--- src/rtl/fcg_pkg.sv ---
package fcg_pkg;
  localparam int FCG_DIV_W   = 12;
  localparam int FCG_FRAC_W  = 12;
  localparam int FCG_NUM_SRC = 5;

  typedef enum logic {
    FCG_IDLE = 1'b0,
    FCG_RUN  = 1'b1
  } fcg_state_e;
endpackage

--- src/rtl/fcg_src_sel.sv ---
module fcg_src_sel #(
  parameter int NUM_SRC = 5,
  parameter int SEL_W   = 3
) (
  input  logic [SEL_W-1:0]   sel,
  input  logic [NUM_SRC-1:0] src_tick,
  output logic               sel_tick
);
  logic [NUM_SRC-1:0] hit;

  // One gate per source; codes outside the source range match nothing.
  for (genvar i = 0; i < NUM_SRC; i++) begin : g_src
    assign hit[i] = src_tick[i] && (sel == SEL_W'(i));
  end

  assign sel_tick = |hit;
endmodule

--- src/rtl/fcg_cfg_regs.sv ---
module fcg_cfg_regs #(
  parameter int SEL_W  = 3,
  parameter int DIV_W  = 12,
  parameter int FRAC_W = 12
) (
  input  logic              clk,
  input  logic              rst_n,
  input  logic              cfg_en,
  input  logic              cfg_wr,
  input  logic [SEL_W-1:0]  cfg_src,
  input  logic [DIV_W-1:0]  cfg_divi,
  input  logic [FRAC_W-1:0] cfg_divf,
  input  logic              busy,
  output logic              en_q,
  output logic [SEL_W-1:0]  src_q,
  output logic [DIV_W-1:0]  divi_q,
  output logic [FRAC_W-1:0] divf_q
);
  logic accept;

  // Settings are open for writing only when fully stopped.
  assign accept = cfg_wr && !en_q && !busy;

  always_ff @(posedge clk) begin
    if (!rst_n) begin
      en_q   <= 1'b0;
      src_q  <= '0;
      divi_q <= '0;
      divf_q <= '0;
    end else begin
      en_q <= cfg_en;
      if (accept) begin
        src_q  <= cfg_src;
        divi_q <= cfg_divi;
        divf_q <= cfg_divf;
      end
    end
  end
endmodule

--- src/rtl/fcg_frac_acc.sv ---
module fcg_frac_acc #(
  parameter int FRAC_W = 12
) (
  input  logic              clk,
  input  logic              rst_n,
  input  logic              clear,
  input  logic              step,
  input  logic [FRAC_W-1:0] divf,
  output logic              carry,
  output logic [FRAC_W-1:0] acc_q
);
  logic [FRAC_W:0] sum;

  assign sum   = {1'b0, acc_q} + {1'b0, divf};
  assign carry = sum[FRAC_W];

  always_ff @(posedge clk) begin
    if (!rst_n) begin
      acc_q <= '0;
    end else if (clear) begin
      acc_q <= '0;
    end else if (step) begin
      acc_q <= sum[FRAC_W-1:0];
    end
  end
endmodule

--- src/rtl/fcg_period_ctr.sv ---
module fcg_period_ctr
  import fcg_pkg::*;
#(
  parameter int DIV_W = 12
) (
  input  logic             clk,
  input  logic             rst_n,
  input  logic             tick,
  input  logic             en,
  input  logic [DIV_W-1:0] divi,
  input  logic             carry,
  output logic             step,
  output logic             clear,
  output logic             busy,
  output logic             clk_out
);
  localparam int LEN_W = DIV_W + 1;

  fcg_state_e       st_q;
  logic [LEN_W-1:0] cnt_q, len_q, hi_q, next_len;
  logic [DIV_W-1:0] divi_eff;
  logic             running, can_run, start, wrap;

  assign divi_eff = (divi < DIV_W'(2)) ? DIV_W'(2) : divi;
  assign next_len = {1'b0, divi_eff} + LEN_W'(carry);
  assign can_run  = |divi;
  assign running  = (st_q == FCG_RUN);
  assign start    = !running && en && can_run && tick;
  assign wrap     = running && tick && (cnt_q == len_q - 1'b1);
  assign step     = start || (wrap && en);
  assign clear    = !running && !en;

  always_ff @(posedge clk) begin
    if (!rst_n) begin
      st_q  <= FCG_IDLE;
      cnt_q <= '0;
      len_q <= '0;
      hi_q  <= '0;
    end else if (step) begin
      st_q  <= FCG_RUN;
      cnt_q <= '0;
      len_q <= next_len;
      hi_q  <= next_len >> 1;
    end else if (wrap) begin
      st_q  <= FCG_IDLE;
      cnt_q <= '0;
    end else if (running && tick) begin
      cnt_q <= cnt_q + 1'b1;
    end
  end

  assign busy    = running;
  assign clk_out = running && (cnt_q < hi_q);
endmodule

--- src/rtl/frac_clkgen.sv ---
module frac_clkgen
  import fcg_pkg::*;
#(
  parameter int NUM_SRC = FCG_NUM_SRC,
  parameter int DIV_W   = FCG_DIV_W,
  parameter int FRAC_W  = FCG_FRAC_W,
  localparam int SEL_W  = (NUM_SRC > 1) ? $clog2(NUM_SRC) : 1
) (
  input  logic               clk,
  input  logic               rst_n,
  input  logic               cfg_en,
  input  logic               cfg_wr,
  input  logic [SEL_W-1:0]   cfg_src,
  input  logic [DIV_W-1:0]   cfg_divi,
  input  logic [FRAC_W-1:0]  cfg_divf,
  input  logic [NUM_SRC-1:0] src_tick,
  output logic               clk_out,
  output logic               busy
);
  logic              en_q, sel_tick, step, clear, carry;
  logic [SEL_W-1:0]  src_q;
  logic [DIV_W-1:0]  divi_q;
  logic [FRAC_W-1:0] divf_q, acc_q;

  fcg_cfg_regs #(.SEL_W(SEL_W), .DIV_W(DIV_W), .FRAC_W(FRAC_W)) u_cfg (
    .clk(clk), .rst_n(rst_n), .cfg_en(cfg_en), .cfg_wr(cfg_wr),
    .cfg_src(cfg_src), .cfg_divi(cfg_divi), .cfg_divf(cfg_divf),
    .busy(busy), .en_q(en_q), .src_q(src_q), .divi_q(divi_q), .divf_q(divf_q)
  );

  fcg_src_sel #(.NUM_SRC(NUM_SRC), .SEL_W(SEL_W)) u_sel (
    .sel(src_q), .src_tick(src_tick), .sel_tick(sel_tick)
  );

  fcg_frac_acc #(.FRAC_W(FRAC_W)) u_acc (
    .clk(clk), .rst_n(rst_n), .clear(clear), .step(step),
    .divf(divf_q), .carry(carry), .acc_q(acc_q)
  );

  fcg_period_ctr #(.DIV_W(DIV_W)) u_ctr (
    .clk(clk), .rst_n(rst_n), .tick(sel_tick), .en(en_q), .divi(divi_q),
    .carry(carry), .step(step), .clear(clear), .busy(busy), .clk_out(clk_out)
  );
endmodule

--- config.mk ---
export PLATFORM = sky130hd
export DESIGN_NAME = frac_clkgen
export DESIGN_NICKNAME = d
export VERILOG_FILES = /design/src/rtl/fcg_pkg.sv /design/src/rtl/fcg_src_sel.sv /design/src/rtl/fcg_cfg_regs.sv /design/src/rtl/fcg_frac_acc.sv /design/src/rtl/fcg_period_ctr.sv /design/src/rtl/frac_clkgen.sv
export SDC_FILE = /design/constraint.sdc
export NUM_CORES = 1
export LEC_CHECK = 0
export BUFFER_PORTS_ARGS = -buffer_cell sky130_fd_sc_hd__buf_2
export CAP_MARGIN = 20
export CORE_UTILIZATION = 60
export CTS_BUF_LIST = sky130_fd_sc_hd__clkbuf_8 sky130_fd_sc_hd__clkbuf_16
export DETAILED_ROUTE_END_ITERATION = 8
export PLACE_DENSITY = 0.81
export SLEW_MARGIN = 25
export SYNTH_ARGS = -nofsm -noshare
export SYNTH_HDL_FRONTEND = slang
export SYNTH_SLANG_ARGS = --single-unit
export TNS_END_PERCENT = 100
--- constraint.sdc ---
create_clock -name clk -period 3.7 [get_ports clk]
set_input_delay 0 -clock clk [delete_from_list [all_inputs] [get_ports clk]]
set_output_delay 0 -clock clk [all_outputs]
set_load 0.01 [all_outputs]
==> qor.yml <==
status: "completed"
slew_viol_final: 0
post-route-period-util_pct: 89.5
yosys.area.top_type: "dfxtp_1"
cts_max_level: 3
synthTopCellsByArea: "dfxtp_1 (32%), nand2_1 (9.8%), ha_1 (8.0%)"
worstReg2RegStart: "u_acc.acc_q[0]"
synth_area_sq_mm: 0.00421
worstSkewPairLatency_ps: 350
die_area_sq_mm: 0.00736
met3WireLength_um: 372
gp_congestion: 0.929
rows: 30
fin_crit_ps: 3310
finalSetupTns_ps: 0
synth_top_cell_area_share_pct: 31.8
slew_headroom_pct: 35.4
fin_area_sq_mm: 0.00495
cap_violations: 0
antenna_found_initial: 0
fillCellCount: 496
cts_root_buf: "clkbuf_8"
antenna_cells: 0
clk_path_buf_depth: 2
placed_area_sq_mm: 0.00446
synthDistinctLibCells: 58
remaining_drc_errors: 0
cp_max_fo: 4
synth.most_common_cell: "nand2_1"
cts_buffers: 9
grt_pass1_wl_mm: 16.4
worstMarginPinSlew_ps: 966
layout-drive-gt1-share_pct: 11.2
cp_data_arrival_time_ps: 3590
wl_met2_mm: 4.51
async_flop_share_pct: 0
dp_hpwl_mm: 6.67
ys_top_cells_by_count: "nand2_1 (110), dfxtp_1 (67), nor2_1 (34)"
ioPinCount: 38
finClkSkew_ps: 7.83
worstHoldPathCells: 3
hold_path_class: "input pin to flip-flop"
max_freq_ghz: 0.302
cts_num_sinks: 67
path_class: "flip-flop to flip-flop"
p_per_area_mw_per_mm2: 338
die_h_um: 85.8
final_cells: 674
grt_max_degree: 59
grt-ovfl-total: 0
grt_setup_unrepaired: "false"
via_per_inst: 5.56
drt_iter0_drc: 279
wl_met1_mm: 4.38
port_buffers: 37
ys.flop_type: "dfxtp_1"
core_area_sq_mm: 0.00679
start_util_pct: 62.0
synth_warnings: 0
hp-start: "rst_n"
wl_per_cell_um: 14.0
synthCells: 517
nets: 638
endpoint_kind: "flip-flop"
hold_viol: 0
final_core_util_pct: 72.9
dpl.cell_count: 631
critPathLaunch: "u_acc.acc_q[0]"
route.antenna.remaining_nets: 0
seq_area_frac_synth_pct: 31.8
p_leak_nw: 2.10
synth-edff-count: 0
grt_pass1_vias: 3657
pre_cts_ws_ps: 399
required_ps: 3980
setup_viol: 0
synth_nets: 581
grtUsageTotal_pct: 27.9
vias: 3748
clk_pin_slew_ps: 80
wirelength_mm: 9.46
synth-seq-cells: 67
drt_pre_antenna_iters: 5
cts_tree: "built"
setup_ws_ps: 388
worst_setup_path_start_kind: "flip-flop"
syn_to_final_growth_pct: 17.6
die_w_um: 85.8
highest_layer: "met4"
syn_area_per_cell_sq_um: 8.15
ff2ff_path_depth: 17
ir_worst_vdd_uv: 227
[timing repair]
item	in CTS	in global routing
setup buffers	0	0
gates resized for setup	0	0
setup endpoints to repair	0	0
hold endpoints to repair	28	0
hold buffers	28	0
[per-layer routing]
layer	vias up	global-route usage [%]
met5	-	0
met4	0	11.7
met3	20	3.46
met2	107	47.3
met1	1733	35.8
li1	1888	-
[worst max-delay path: stages (launching register included)]
cell	delay (ps)
dfxtp_1	360
ha_1	210
inv_1	70
fa_1	400
nor2b_1	110
o21ai_0	100
a21oi_1	240
o41ai_1	120
o21bai_1	130
a21oi_1	80
o21ai_0	210
ha_1	270
ha_1	220
and3_1	250
nand3_1	110
xnor2_1	140
nand2_1	60
mux2i_1	150
[cell families (layout without fill, tap and decap cells)]
group | count (synthesis) | in the layout | synth area share, %
buffers and inverters | 47 | 108 | 4.78
flip-flops | 67 | 67 | 31.8
AO/OA/AOI/OAI | 88 | 88 | 15.1
adder cells (fa/ha/maj) | 28 | 28 | 8.50
XOR/XNOR | 46 | 46 | 9.57
AND/OR/NAND/NOR | 213 | 213 | 23.2
multiplexers | 28 | 28 | 6.95
[final timing paths]
kind              slack [ps]             end
setup / recovery         390  u_ctr.len_q[8]
hold / removal           300  u_ctr.len_q[9]
setup reg to reg         390  u_ctr.len_q[8]
hold reg to reg          470  u_acc.acc_q[3]
[final cells by class]
class / count / area [sq um] / area share [%]
clock buffer: 10 / 138 / 2.78
clock inverter: 5 / 77.6 / 1.57
inverter: 24 / 90.1 / 1.82
multi-input combinational: 403 / 2680 / 54.1
sequential: 67 / 1340 / 27.1
tap: 96 / 120 / 2.43
timing repair buffer: 69 / 508 / 10.3
[cells in the final DEF (no fill, tap or decap), types with 3 or more instances in the layout]
master	instances
nor4_1	5
buf_4	3
o21ai_0	14
and2_1	7
a211oi_1	5
nor2_1	34
dlygate4sd3_1	28
and3_1	5
nor2b_1	5
nor3_1	5
mux2i_1	27
a21boi_0	28
or3_1	5
dfxtp_1	67
ha_1	27
inv_1	23
xor2_1	23
nand4_1	5
xnor2_1	23
nand3_1	15
buf_2	37
nand2_1	110
a21o_1	5
clkbuf_8	10
a21oi_1	10
nand2b_1	4
[power breakdown]
part / switching (mW) / internal (mW) / leakage (nW)
combinational: 0.117 / 0.109 / 1.45
clock: 0.285 / 0.392 / 0.108
sequential: 0.0269 / 0.744 / 0.544
total: 0.428 / 1.24 / 2.10
[metrics by stage]
step / hold WS, ps / power [mW]
finish: 296 / 1.67
global route: 356 / 1.73
CTS: 297 / 1.67
detailed placement: 228 / 0.988
global placement: 225 / 0.980
floorplan: 127 / 0.929
[flip-flops by register name, summed over array words and instances (netlist names)]
signal / count
u_cfg.src_q: 3
u_cfg.divi_q: 12
u_cfg.divf_q: 12
u_ctr.busy: 1
u_ctr.len_q: 13
u_acc.acc_q: 12
u_ctr.cnt_q: 13
u_cfg.en_q: 1
No activity file was read; power rests on OpenSTA's default activity.
